File: config.mk
export PLATFORM = sky130hd
export DESIGN_NAME = hsync_gate_counter
export DESIGN_NICKNAME = d
export VERILOG_FILES = /design/src/rtl/hsync_gate_counter.sv
export SDC_FILE = /design/constraint.sdc
export NUM_CORES = 1
export LEC_CHECK = 0
export ABC_AREA = 1
export BUFFER_PORTS_ARGS = -buffer_cell sky130_fd_sc_hd__buf_2
export CAP_MARGIN = 40
export CORE_MARGIN = 2
export CORE_UTILIZATION = 30
export CTS_CLUSTER_SIZE = 25
export DETAILED_ROUTE_END_ITERATION = 7
export RECOVER_POWER = 100
export SLEW_MARGIN = 15
export SYNTH_ARGS = -nofsm -noshare
export SYNTH_HDL_FRONTEND = slang
export SYNTH_SLANG_ARGS = --single-unit
File: constraint.sdc
create_clock -name clk_i -period 3.2 [get_ports clk_i]
set_input_delay 0.48 -clock clk_i [delete_from_list [all_inputs] [get_ports clk_i]]
set_output_delay 0.48 -clock clk_i [all_outputs]
set_load 0.02 [all_outputs]
File: src/rtl/hsync_gate_counter.sv
module hsync_gate_counter #(
  parameter int CNT_W       = 14,
  parameter int SHORT_TICKS = 16
) (
  input  logic             clk_i,
  input  logic             rst_ni,
  input  logic             hsync_i,
  input  logic             vsync_i,
  input  logic             tick_i,
  input  logic             ctrl_we_i,
  input  logic             ctrl_en_i,
  input  logic [1:0]       ctrl_sel_i,
  input  logic             ovf_clr_i,
  output logic [CNT_W-1:0] count_o,
  output logic             ovf_o,
  output logic             mode_en_o,
  output logic [1:0]       mode_sel_o
);
  localparam int LONG_TICKS = 2 * SHORT_TICKS;
  localparam int TMR_W      = $clog2(LONG_TICKS);
  localparam logic [CNT_W-1:0] CNT_MAX = {CNT_W{1'b1}};
  localparam logic [TMR_W-1:0] SHORT_LAST = TMR_W'(SHORT_TICKS - 1);
  localparam logic [TMR_W-1:0] LONG_LAST  = TMR_W'(LONG_TICKS - 1);

  logic             hs_q, vs_q;
  logic             en_q;
  logic [1:0]       sel_q;
  logic [TMR_W-1:0] tmr;
  logic [CNT_W-1:0] cnt;
  logic [CNT_W-1:0] hold_q;
  logic             ovf_q;

  wire hs_rise  = hsync_i & ~hs_q;
  wire vs_rise  = vsync_i & ~vs_q;
  wire wr_ok    = ctrl_we_i & (ctrl_en_i | (ctrl_sel_i != 2'b00));
  wire mode_chg = wr_ok & ({ctrl_en_i, ctrl_sel_i} != {en_q, sel_q});

  wire [TMR_W-1:0] win_last = sel_q[1] ? LONG_LAST : SHORT_LAST;
  wire timer_end = ~en_q & tick_i & (tmr == win_last);
  wire gate_end  = en_q ? vs_rise : timer_end;

  always_ff @(posedge clk_i) begin
    if (!rst_ni) begin
      hs_q <= 1'b0;
      vs_q <= 1'b0;
    end else begin
      hs_q <= hsync_i;
      vs_q <= vsync_i;
    end
  end

  always_ff @(posedge clk_i) begin
    if (!rst_ni) begin
      en_q  <= 1'b1;
      sel_q <= 2'b01;
    end else if (wr_ok) begin
      en_q  <= ctrl_en_i;
      sel_q <= ctrl_sel_i;
    end
  end

  always_ff @(posedge clk_i) begin
    if (!rst_ni)                tmr <= '0;
    else if (mode_chg || en_q)  tmr <= '0;
    else if (tick_i)            tmr <= (tmr == win_last) ? '0 : tmr + 1'b1;
  end

  always_ff @(posedge clk_i) begin
    if (!rst_ni)                     cnt <= '0;
    else if (gate_end)               cnt <= hs_rise ? CNT_W'(1) : '0;
    else if (hs_rise && cnt != CNT_MAX) cnt <= cnt + 1'b1;
  end

  always_ff @(posedge clk_i) begin
    if (!rst_ni)       hold_q <= '0;
    else if (gate_end) hold_q <= cnt;
  end

  always_ff @(posedge clk_i) begin
    if (!rst_ni)                                     ovf_q <= 1'b0;
    else if (hs_rise && !gate_end && cnt == CNT_MAX) ovf_q <= 1'b1;
    else if (ovf_clr_i)                              ovf_q <= 1'b0;
  end

  assign count_o    = hold_q;
  assign ovf_o      = ovf_q;
  assign mode_en_o  = en_q;
  assign mode_sel_o = sel_q;
endmodule

**Word-level counts from Yosys, hierarchy flattened**

Cells that the tools add are included.
W data, S select, Z words.

- Eq/ne operators: 4
- $add $sub $neg: 2
- Muxes and demuxes: 8
- Bitwise gates (word level): 11
- Reductions and logical operators: 9

Operators with widths:

| kind | count |
|---|---|
| $mux W14 | 2 |
| $add A14 B1 Y14 const B | 1 |
| $eq A14 B14 Y1 const B | 1 |
| $ne A14 B14 Y1 const B | 1 |
| $mux W5 | 2 |
| $and A1 B1 Y1 | 6 |
| $reduce_bool A2 Y1 | 3 |
| $add A5 B1 Y5 const B | 1 |
| $eq A5 B5 Y1 | 1 |
| $mux W1 | 4 |
| $not A1 Y1 | 4 |
| $logic_and A1 B1 Y1 | 3 |
| $ne A3 B3 Y1 | 1 |
| $reduce_or A2 Y1 | 1 |
| $logic_not A1 Y1 | 1 |
| $logic_or A1 B1 Y1 | 1 |
| $or A1 B1 Y1 | 1 |

- Register bits after elaboration: 39
- Input port bits: 10
- Output and inout bits: 18

**Longest topological paths before layout**

Gate-level depths: netlist of run 1.

- Depth after elaboration: 8
- Depth in mapped cells: 11
- Gate-level depth less buffers: 11

**Worst setup path before layout of run 1**

OpenSTA, ideal clock, no wires.

- Path kind: register -> register
- From: register cnt[0]
- To: register cnt[11]
- Data required time: 3.085 ns
- Path buffers: 1
- Data arrival time: 1.267 ns
- Cell stages (with the launch flop): 10
- Slack: 1.818 ns
- Period minus slack after synthesis: 1.382 ns
- Cells stage by stage: dfxtp_1 > ha_1 > nand2_1 > nor2_4 > nand2_2 > nor2_4 > nor2_4 > buf_6 > a21oi_1 > nor2_1

- Cells in the longest elaborated chain, start to end: 3

RTL lines:

| element | line | source |
|---|---|---|
| from (decl) | 29 | `logic [CNT_W-1:0] cnt;` |
| from (signal assigned) | 70 | `else if (gate_end) cnt <= hs_rise ? CNT_W'(1) : '0;` |
| from (signal assigned) | 71 | `else if (hs_rise && cnt != CNT_MAX) cnt <= cnt + 1'b1;` |
| $add A14 B1 Y14 or $ne A14 B14 Y1 (tied branches) | 71 |  |
| $mux W14 or $logic_and A1 B1 Y1 (tied branches) | 71 |  |
| $mux W14 or $reduce_bool A2 Y1 (tied branches) | -- |  |

Parallel ways exist; a longest one is shown, timed or not. The select of a mux whose other input is x is not followed.
A chain may end at the register's enable or synchronous reset.

**Final worst setup path of run 1**

- From: register tmr[0]
- To: register cnt[12]

- Cells in the longest elaborated chain, start to end: 4

RTL lines:

| element | line | source |
|---|---|---|
| from (decl) | 28 | `logic [TMR_W-1:0] tmr;` |
| from (signal assigned) | 65 | `else if (tick_i) tmr <= (tmr == win_last) ? '0 : tmr + 1'b1;` |
| $eq A5 B5 Y1 (*) | 39 | `wire timer_end = ~en_q & tick_i & (tmr == win_last);` |
| $and A1 B1 Y1 (*) | 39 |  |
| $mux W1 (*) | 40 | `wire gate_end = en_q ? vs_rise : timer_end;` |
| $mux W14 or $reduce_bool A2 Y1 (tied branches) | -- |  |

Every way passes the cells marked *; elsewhere a longest branch is shown, timed or not.

==> results.txt, run 1 <==
- Share of flip-flops with an asynchronous set or reset: 0
- In the final layout, the share of cells above drive strength 1 is 0.0830.
- The first detailed-routing pass ran for 4 iterations.
* Clock-pin slew on the worst setup and hold paths: 0.07 ns
- Maximum fanout along the worst path: 28
- Synthesis-stage register bit count: 39
* Switching fraction of total power: 0.260
- The floorplan step set the die height to 81.4 um.
- Placed instance area: about 2000 um^2
- For this run, the top clock speed supported by timing is roughly 460 MHz.
* Clock skew after layout: roughly 0.0035 ns
* Final Critical Period: between 2 and 2.5 ns
- For this configuration, the core starts out at a cell density of 0.308.
- 0 antenna diodes ended up in the layout.
- VDD sags by at most ~240 uV.
- Max-cap violations in this run came to 0.
- Number of endpoints failing setup at the final stage: 0
- Sorting the synthesized cells by area gives the leading types as sky130_fd_sc_hd__dfxtp_1 43%, sky130_fd_sc_hd__nand2_1 12%, sky130_fd_sc_hd__nor2_1 9.2%.
* GRT overflow: 0
- At the worst endpoint, the required time is around 3.4 ns.
- Worst path buffer plus inverter count: 1
- Global placer's final weighted congestion: about 0.78
* Cell variety after synth: 25
- Headroom to the max-slew limit came out at 0.475.
- Leak pwr: roughly 0.84 nW
- The worst setup path is launched from a flop.
- Setup ws final: 1.03 ns
* Critical path start-end classification: reg2reg
* Area fraction of the dominant cell type after synthesis: 0.434
- Post-CTS Setup Bufs: 0
- Final max-slew violation count: 0
- STA classifies the critical path endpoint as a flop.
* Chain of cells forming the critical path: ha_1, nand2_1, nor2_1, nand4_2, nand2_1, nor2_2, inv_1, a21oi_1
* Logic gate share of total power: 0.107
- Placeable core region: about 5900 um^2
- Part of the total power dissipated in the clock network: 0.350
* Power after layout: approximately 950 uW
* Most frequent cells in the layout: 58 x sky130_fd_sc_hd__nand2_1, 44 x sky130_fd_sc_hd__nor2_1, 39 x sky130_fd_sc_hd__dfxtp_1
- Aggregate global-route resource usage: 0.125
- Dividing total power by cell area gives a power density of about 460 nW/um^2.
- Leaving out filler cells and counting taps, the final layout contains between 300 and 400.
- Dividing the detail-routed wire length by the instance count gives roughly 10 um.
- Number of cells produced by synthesis: 260
- Worst setup slack before clock tree synthesis: roughly 1.4 ns
* Most frequent standard cell in the layout excluding fill and tap cells: sky130_fd_sc_hd__nand2_1
* Top_reg_cell synth: sky130_fd_sc_hd__dfxtp_1
- The routed design has 3780 um of wire.
- Once placement completed, the tool counted placed cells totaling 357.
- The detail route stage leaves a number of antenna-violating nets equal to 0.
- Utilization after layout: 0.350
- The first global-routing pass estimated about 6500 um of wire.
- Of the available clock period, the critical path in the final layout requires 0.678.
- At the pin with the least slew margin, the transition time is roughly 0.8 ns.
* Syn Nets: between 200 and 300
* NetSw: 247 uW
- Vias post-DR: ~1600
* Sink Count: 39
- Post-route cell area: about 2000 um^2
- Type of the tightest min-delay check: in2reg
* Hold bufs inserted after CTS: 0
- Filler cell count: ~630
- In the routed layout, each cell is associated on average with a via count of roughly 4.5.
- The clock passes through at most 2 buffers.
- CTS tree: yes
* Final Hold Fails: 0
- For the worst setup path, the data arrival time is about 2.4 ns.
* Fraction of the yosys area taken by sequential cells: 0.434
- Result of the run: completed
- Die ar.: approximately 6600 um^2
- Input and output buffers added on the ports amount to 27.
* Slowest library cell on the worst path: sky130_fd_sc_hd__nor2_2
- Maximum number of pins on one net before global-route repair: 29
- Kind of cell with the highest combined delay on the critical path: simple AND/OR/NAND/NOR gates
* Fin Setup TNS: 0 ns
- Number of enable-type register cells in the synthesized netlist: 0
- Number of placement rows: 28
* Post-route worst hold slack: slightly below 0.4 ns
* Unrepaired setup endpoints after global routing: no
* CTS buffer count: 5
- By instance count, the cell type seen most on the critical path is sky130_fd_sc_hd__nand2_1.
* Sequential Power Share: 0.543
* Number of violations reported at the end of detailed-routing iteration 0: a little under 80
* Post-synthesis average cell area: just under 7 um^2
- Number of global-route vias before repair: between 1500 and 2000
- Drc violations: 0
- Die outline width: 81.4 um
- The Yosys step of the flow raised 0 warnings.
- For the worst-skew pair, the clock arrives at the later sink with an insertion delay of a little under 0.3 ns.
- Longest individual stage delay on the worst path: between 0.5 and 0.6 ns
- Final HPWL DP: 2820 um
- In this run the number of H-tree levels came out at 2.
* Number of top-level pins: 28
* Root Driver: sky130_fd_sc_hd__clkbuf_8
- sky130_fd_sc_hd__dfxtp_1 takes more of the synthesized area than any other cell.
- The number of gates resized after CTS was 0.
- From synthesis to final layout, the design area changed by 13.9%.
- The initial antenna violation count is 0.
- Nets@finish: approximately 300
- Area of the mapped netlist: 1800 um^2
* Internal Power: 703 uW
## tightest hold or removal path: cells and delay by family
family	cells	cell delay (ns)
and+or+nand+nor	1	0.04
buffers and inverters	2	0.13
## synthesized netlist by cell type (all sizes together), types with 2 or more instances
| master | instances |
|---|---|
| nand2 | 59 |
| nor2 | 49 |
| dfxtp | 39 |
| inv | 36 |
| a21oi | 22 |
| o21ai | 19 |
| nand3 | 11 |
| nor3 | 6 |
| nand4 | 5 |
| buf | 3 |
| clkbuf | 2 |
| ha | 2 |
| xnor2 | 2 |
## layout make-up
type                    instances  area [um^2]  share of cell area
repair buffers                 27          111              0.0543
multi-input cells             179          837               0.408
flip-flops and latches         39          781               0.381
well taps                      75         93.8              0.0458
clock inverters                 1         5.00             0.00244
inverters                      37          139              0.0678
clock buffers                   6         82.6              0.0403
## logic make-up (layout without fill, tap and decap cells)
group | after synthesis | count (layout) | share of synthesized area
AO/OA/AOI/OAI | 44 | 44 | 0.127
XOR/XNOR | 3 | 3 | 0.0146
adder cells (fa/ha/maj) | 2 | 2 | 0.0139
buffers and inverters | 42 | 71 | 0.0967
flip-flops | 39 | 39 | 0.434
AND/OR/NAND/NOR | 130 | 130 | 0.314
## flip-flops by register name (all words and copies together) (netlist names)
signal,cells
hs_q,1
ovf_o,1
mode_sel_o,2
count_o,14
vs_q,1
mode_en_o,1
cnt,14
tmr,5
## power by group through the flow
stage	sequential, mW	combinational [mW]	clock [mW]
detailed placement	0.527	0.109	0
finish	0.516	0.102	0.332
floorplan	0.545	0.0568	0
global route	0.518	0.117	0.360
CTS	0.516	0.110	0.345
global placement	0.527	0.108	0
## per-layer routing
| metal | vias to the layer above | track usage | part of all wire |
|---|---|---|---|
| met1 | 724 | 0.147 | 0.48 |
| met4 | 0 | 0.0254 | 0.0071 |
| met5 | - | 0 | 0 |
| met3 | 4 | 0.0462 | 0.053 |
| met2 | 22 | 0.218 | 0.46 |
| li1 | 878 | - | - |
## worst paths after layout
path,from,endpoint,slack [ns],cells past startpoint
min,hsync_i,hs_q,0.39,3
min reg2reg,ovf_o,ovf_o,0.47,2
max reg2reg,tmr[0],cnt[12],1.03,8
max,tmr[0],cnt[12],1.03,8
Power figures use the tool's default switching activity.
==> run 2: changes to the inputs <==
==> constraint.sdc (replaced) <==
create_clock -name clk_i -period 1.77 [get_ports clk_i]
set_input_delay 0.2655 -clock clk_i [delete_from_list [all_inputs] [get_ports clk_i]]
set_output_delay 0.2655 -clock clk_i [all_outputs]
set_load 0.02 [all_outputs]
==> run 2 against run 1 <==
  * Die area stayed put
  * Critical path type unchanged
  * Hold slack worse by 0.21 ns
  * Combinational power is 94% higher
  * Total power is 87% higher
  * Largest cell class unchanged
  * Clock skew is 0.0025 ns higher
==> results.txt, run 2 (synthesis gave the netlist of run 1 again) <==
* Result of the run: completed
- Clock insertion delay at the later pin of the skew report: 0.29 ns (about the same)
* Final Critical Period: 1.57 ns (-0.596 ns)
- The number of levels in the clock H-tree came to 2 (unchanged).
* NetSw: 444 uW (+80%)
- Critical path start-end classification: reg2reg
- Sink Count: 39 (unchanged)
- The first-pass GRT wire length came to 6510 um (+0.31%).
- Non-filler instance count after layout: 371 (+1.9%)
* Antenna Violating Nets Remaining: 0 (unchanged)
* Count of input and output buffers: 27 (unchanged)
* Reg-to-Reg End: cnt[12]
* Post-cts sizing count: 0 (unchanged)
- The max capacitance violation total came to 0 (unchanged).
- Arrival time of data at the critical path endpoint: 1.76 ns (-0.63 ns)
* Aggregate global-route resource usage: 0.126 (+0.000928)
- The overall die area was 6630 um^2 (unchanged).
- The maximum count of clock buffers along a single path was 2 (unchanged).
- Final max-slew violation count: 0 (unchanged)
- The pin slew with the least headroom to its limit came to 0.470 ns (-0.316 ns).
- Internal Power: 1.33 mW (+89%)
- Setup ws final: 0.197 ns (-0.834 ns)
- Maximum fanout along the worst path: 17 (-39%)
* Final HPWL DP: 2950 um (+4.7%)
- Peak VDD IR: 374 uV (+55%)
* Drc violations: 0 (unchanged)
- The leakage power summed over all cells was 0.869 nW (+3.6%).
* Fin Setup TNS: 0 ns (unchanged)
* Switching fraction of total power: 0.250 (-0.00993)
- TritonCTS built the clock tree.
- CTS buffer count: 5 (unchanged)
- The depth of the most critical reg-to-reg path came to 9 (+1).
- The via density per instance is 4.40 (-1.5%).
- Most frequent standard cell in the layout excluding fill and tap cells: sky130_fd_sc_hd__nand2_1
* Die outline height: 81.4 um (unchanged)
* Most frequent cells in the layout: 57 x sky130_fd_sc_hd__nand2_1, 45 x sky130_fd_sc_hd__nor2_1, 39 x sky130_fd_sc_hd__dfxtp_1
- Mean routed wirelength per cell: 10.1 um (-3.2%)
- Setup repair after global routing left no endpoint under its margin.
- Logic gate share of total power: 0.111 (+0.004)
- The final weighted congestion in routability-driven placement came to 0.857 (+10%).
- The count of inserted antenna diode cells was 0 (unchanged).
- Final Hold Fails: 0 (unchanged)
- Filler cell count: 634 (+0.32%)
- The number of global-route vias before repair is 1464 (-4.4%).
- The timing-limited maximum frequency is 636 MHz (+38%).
- Number of top-level pins: 28 (unchanged)
* Hold path cells: 3 (unchanged)
- The number of detailed-routing iterations run before antenna repair came to 4 (unchanged).
- The core utilization of the finished layout is 0.359 (+0.00877).
* Nets@finish: 307 (+2.0%)
- P per Cell Area: 845 nW/um^2 (+82%)
- Die outline width: 81.4 um (unchanged)
- The site row count came to 28 (unchanged).
* WL final: 3730 um (-1.3%)
- The slack of the worst reg-to-reg path was 0.20 ns (-0.83 ns).
- The setup slack after placement is 0.207 ns (-1.21 ns).
* Placeable core region: 5850 um^2 (unchanged)
- Worst slew margin: 0.684 (+0.209)
- The layout cell share with drive strength beyond 1 was 0.101 (+0.0183).
- Clock skew after layout: 0.00600 ns (+0.00249 ns)
* Vias post-DR: 1634 (+0.37%)
* Type of the tightest min-delay check: in2reg
* Endpoint with the worst hold slack: hs_q
* Number of endpoints failing setup at the final stage: 0 (unchanged)
- Root Driver: sky130_fd_sc_hd__clkbuf_8
* Area growth from synthesis to layout: 16.8%
- The part of the power in the clock network is 0.364 (+0.014).
- The clock input transition at the sequential cells of the worst setup and hold paths is 0.07 ns (about the same).
* Fraction of the cycle the final worst path needs: 0.889 (+0.211)
- Placed instance count: 363 (+1.7%)
- Kind of start point of the critical path: flop
- The data required time of the critical path was 1.95 ns (-1.47 ns).
- GRT overflow: 0 (unchanged)
* Power after layout: 1.78 mW (+87%)
- The number of buffers inserted by post-CTS setup repair is 0 (unchanged).
- The starting density of the core was 0.308 (unchanged).
- Number of violations reported at the end of detailed-routing iteration 0: 63 (-18%)
* Start point of the worst hold path: hsync_i
- Worst setup EP type: flop
* Worst reg2reg startpoint: tmr[0]
- Sequential Power Share: 0.524 (-0.019)
* Maximum number of pins on one net before global-route repair: 19 (-34%)
- The initial antenna violation count came to 0 (unchanged).
- Hold bufs inserted after CTS: 0 (unchanged)
==> run 2: changes by cell type in the layout (fill, tap and decap cells not counted), sizes merged <==
| cell | previous run | this run |
|---|---|---|
| buf | 8 | 11 |
| clkinv | 2 | 1 |
| clkbuf | 25 | 30 |
==> run 2: worst max-delay path by stage <==
stage	startpoint	to	slack, ns	cells after the start
4_1_cts	tmr[0]	count_o[7]	0.18	8
2_1_floorplan	cnt[0]	cnt[11]	0.39	9
3_5_place_dp	tmr[0]	count_o[7]	0.21	8
3_3_place_gp	tmr[0]	count_o[10]	0.23	8
6_report	tmr[0]	cnt[12]	0.20	9
5_1_grt	tmr[0]	count_o[8]	0.01	8
==> run 2: layout make-up <==
type	count	area, um^2	share of cell area
tap	75	93.8	0.0447
clock buffer	8	100	0.0476
multi-input combinational	179	837	0.398
inverter	37	139	0.0661
sequential	39	781	0.372
timing repair buffer	33	150	0.0715
==> run 2: through the flow <==
stage,instance area (um^2),hold WS [ns]
floorplan,1800,0.359
global placement,2040,0.460
detailed placement,2040,0.460
CTS,2140,0.166
global route,2100,0.181
finish,2100,0.174
==> run 2: metal layers <==
layer	track usage	routed length (um)
met5	0	0
met4	0.0407	51
met3	0.0352	168
met2	0.202	1700
met1	0.164	1810
==> run 2: power groups by stage <==
stage	registers (mW)	clock network (mW)	logic (mW)
floorplan	0.986	0	0.103
global placement	0.950	0	0.211
detailed placement	0.950	0	0.212
CTS	0.931	0.673	0.213
global route	0.936	0.703	0.224
finish	0.931	0.646	0.198
==> run 2: critical path, cell delays in order (launching register included) <==
cell and delay [ns]:
sky130_fd_sc_hd__dfxtp_1 0.37, sky130_fd_sc_hd__ha_1 0.18, sky130_fd_sc_hd__nand2_1 0.07, sky130_fd_sc_hd__nor2_1 0.12, sky130_fd_sc_hd__nand4_2 0.15, sky130_fd_sc_hd__nand2_4 0.20
sky130_fd_sc_hd__nor2_1 0.08, sky130_fd_sc_hd__clkbuf_2 0.16, sky130_fd_sc_hd__inv_2 0.10, sky130_fd_sc_hd__a21oi_1 0.05
==> run 3: changes to the inputs <==
--- a/config.mk
+++ b/config.mk
@@ -12,6 +12,7 @@
 export CORE_UTILIZATION = 30
 export CTS_CLUSTER_SIZE = 25
 export DETAILED_ROUTE_END_ITERATION = 7
+export PLACE_DENSITY = 0.55
 export RECOVER_POWER = 100
 export SLEW_MARGIN = 15
 export SYNTH_ARGS = -nofsm -noshare
==> run 3 against run 2 <==
  * Routed wire length is essentially flat
  * Total power shrank 3.7%
  * Worst setup slack lost 0.029 ns
  * Sequential power is essentially flat
  * First-iteration DRC count grew 11%
  * Die area is the same
  * Clock-buffer cell count shrank 3
  * Via count grew 1.2%
  * Non-clock buffer count is the same
  * Largest power group unchanged
  * Highest routed layer unchanged
==> results.txt, run 3 (synthesis gave the netlist of run 1 again) <==
- Result of the run: completed
- Most frequent standard cell in the layout excluding fill and tap cells: sky130_fd_sc_hd__nand2_1
- Drc violations: 0 (unchanged)
- The maximum fanout count along the critical path came to 18 (+1).
- CTS buffer count: 5 (unchanged)
* Non-filler instance count after layout: 371 (unchanged)
* Worst slew margin: 0.536 (-0.148)
- The depth of the most critical reg-to-reg path is 8 (-1).
- Die outline height: 81.4 um (unchanged)
- Most frequent cells in the layout: 56 x sky130_fd_sc_hd__nand2_1, 44 x sky130_fd_sc_hd__nor2_1, 39 x sky130_fd_sc_hd__dfxtp_1
- The layout net count was 307 (unchanged).
- Count of input and output buffers: 27 (unchanged)
- The slack of the worst reg-to-reg path is 0.17 ns (-0.03 ns).
* Root Driver: sky130_fd_sc_hd__clkbuf_8
* Max-Cap Viols: 0 (unchanged)
- The worst ir drop on vdd was 315 uV (-16%).
* Fraction of the cycle the final worst path needs: 0.905 (+0.0163)
- Setup repair after global routing left no endpoint under its margin.
- Arrival time of data at the critical path endpoint: 1.82 ns (+0.06 ns)
- The number of global-route vias before repair is 1413 (-3.5%).
- Placeable core region: 5850 um^2 (unchanged)
- Number of top-level pins: 28 (unchanged)
* Clock skew after layout: 0.00634 ns (+0.000339 ns)
- Leak pwr: 0.862 nW (-0.80%)
- The overall die area came to 6630 um^2 (unchanged).
- The data required time of the critical path is 1.99 ns (+0.04 ns).
* Number of violations reported at the end of detailed-routing iteration 0: 70 (+11%)
- Number of antenna violations at the first check in global routing: 0 (unchanged)
- The maximum count of clock buffers along a single path was 2 (unchanged).
- CTS H-tree depth: 2 (unchanged)
* Kind of start point of the critical path: flop
* Aggregate global-route resource usage: 0.121 (-0.00543)
* Endpoint with the worst hold slack: hs_q
- Number of endpoints failing setup at the final stage: 0 (unchanged)
- The count of inserted antenna diode cells was 0 (unchanged).
- The clock input transition at the sequential cells of the worst setup and hold paths came to 0.08 ns (about the same).
* GRT overflow: 0 (unchanged)
- Reg-to-Reg End: count_o[12]
- The pin slew with the least headroom to its limit is 0.696 ns (+0.227 ns).
- Antenna Violating Nets Remaining: 0 (unchanged)
- Fmax: 624 MHz (-1.8%)
- Final max-slew violation count: 0 (unchanged)
- The final total negative setup slack came to 0 ns (unchanged).
* Detailed-routing iteration count for the pre-antenna-repair pass: 4 (unchanged)
- Hold path cells: 3 (unchanged)
- Critical path start-end classification: reg2reg
- The final hold violation count is 0 (unchanged).
* Maximum number of pins on one net before global-route repair: 19 (unchanged)
- The total detailed-routing wirelength came to 3740 um (about the same).
* Worst reg2reg startpoint: tmr[0]
- STA classifies the critical path endpoint as a flop.
* Starting Density: 0.308 (unchanged)
* Vias post-DR: 1654 (+1.2%)
- Hold bufs inserted after CTS: 0 (unchanged)
- Sink Count: 39 (unchanged)
* CTS tree: yes
- The site row count was 28 (unchanged).
- The layout cell share with drive strength beyond 1 is 0.101 (unchanged).
- Mean routed wirelength per cell: 10.1 um (about the same)
* Start point of the worst hold path: hsync_i
- The overall die width is 81.4 um (unchanged).
- The path class of the tightest hold or removal check is in2reg.
- The ratio of total power to cell area came to 821 nW/um^2 (-2.8%).
* DR vias/cell: 4.46 (+1.2%)
- Area growth from synthesis to layout: 15.7%
- Crit path launch: tmr[0]
- First-pass GRT wire length: 6200 um (-4.8%)
- Final HPWL DP: 2900 um (-1.9%)
* Placed instance count: 363 (unchanged)
- The clock latency on the worst-skew pair was 0.29 ns (about the same).
- The final weighted congestion in routability-driven placement was 0.858 (about the same).
- The final critical-path required period is 1.60 ns (+0.0289 ns).
-- run 3: cell count changes in the layout (fill, tap and decap cells not counted) --
cell / previous run / this run
sky130_fd_sc_hd__inv_1: 33 / 34
sky130_fd_sc_hd__nand4_1: 4 / 5
sky130_fd_sc_hd__nor2_1: 45 / 44
sky130_fd_sc_hd__nor2_2: 2 / 3
sky130_fd_sc_hd__inv_2: 3 / 2
sky130_fd_sc_hd__nand2_1: 57 / 56
sky130_fd_sc_hd__nand4_2: 1 / 0
sky130_fd_sc_hd__clkbuf_2: 2 / 1
sky130_fd_sc_hd__clkinv_2: 0 / 3
sky130_fd_sc_hd__clkbuf_8: 7 / 5
sky130_fd_sc_hd__nand2_2: 1 / 2
-- run 3: layout make-up --
class	instances	area, um^2
clock buffers	5	68.8
clock inverters	3	15.0
fillers	652	3770
inverters	37	139
multi-input cells	179	836
flip-flops and latches	39	781
well taps	75	93.8
repair buffers	33	149
-- run 3: how the worst max path moves through the flow --
stage / endpoint / slack [ns]
6_report: count_o[12] / 0.17
5_1_grt: count_o[9] / 0.03
4_1_cts: cnt[3] / 0.19
3_5_place_dp: cnt[8] / 0.22
3_3_place_gp: count_o[6] / 0.26
2_1_floorplan: cnt[11] / 0.39
-- run 3: per-stage QoR --
stage          instance area, um^2  setup WS [ns]  hold slack (ns)  power (mW)   util
3_3_place_gp                  2040          0.258            0.458        1.16  0.348
2_1_floorplan                 1800          0.388            0.359        1.09      -
4_1_cts                       2120          0.192            0.164        1.75  0.363
6_report                      2080          0.168            0.170        1.71  0.356
3_5_place_dp                  2040          0.224            0.455        1.16  0.348
5_1_grt                       2080         0.0262            0.169        1.80  0.356
-- run 3: power by group --
part           switching, mW  leakage [nW]  internal (mW)  total (mW)
sequential            0.0189         0.318          0.912       0.931
clock                  0.311        0.0477          0.270       0.581
combinational          0.134         0.496         0.0642       0.198
total                  0.464         0.862           1.25        1.71
-- run 3: repair_timing --
action	CTS	global route
setup endpoints to repair	0	2
buffers inserted	0	0
resized for setup	0	1
-- run 3: per-layer routing --
layer	global-route usage	up-vias	wire length (um)
met5	0	-	0
met2	0.189	22	1690
met1	0.157	730	1860
li1	-	897	-
met4	0.0458	0	36
met3	0.0352	5	149
-- run 3: critical path: stages (launching register included) --
cell and delay (ns):
sky130_fd_sc_hd__dfxtp_1 0.37, sky130_fd_sc_hd__ha_1 0.18, sky130_fd_sc_hd__nand2_1 0.07, sky130_fd_sc_hd__nor2_1 0.09, sky130_fd_sc_hd__nand4_1 0.17, sky130_fd_sc_hd__nand2_4 0.22
sky130_fd_sc_hd__buf_4 0.19, sky130_fd_sc_hd__o21ai_0 0.08, sky130_fd_sc_hd__a21oi_1 0.16
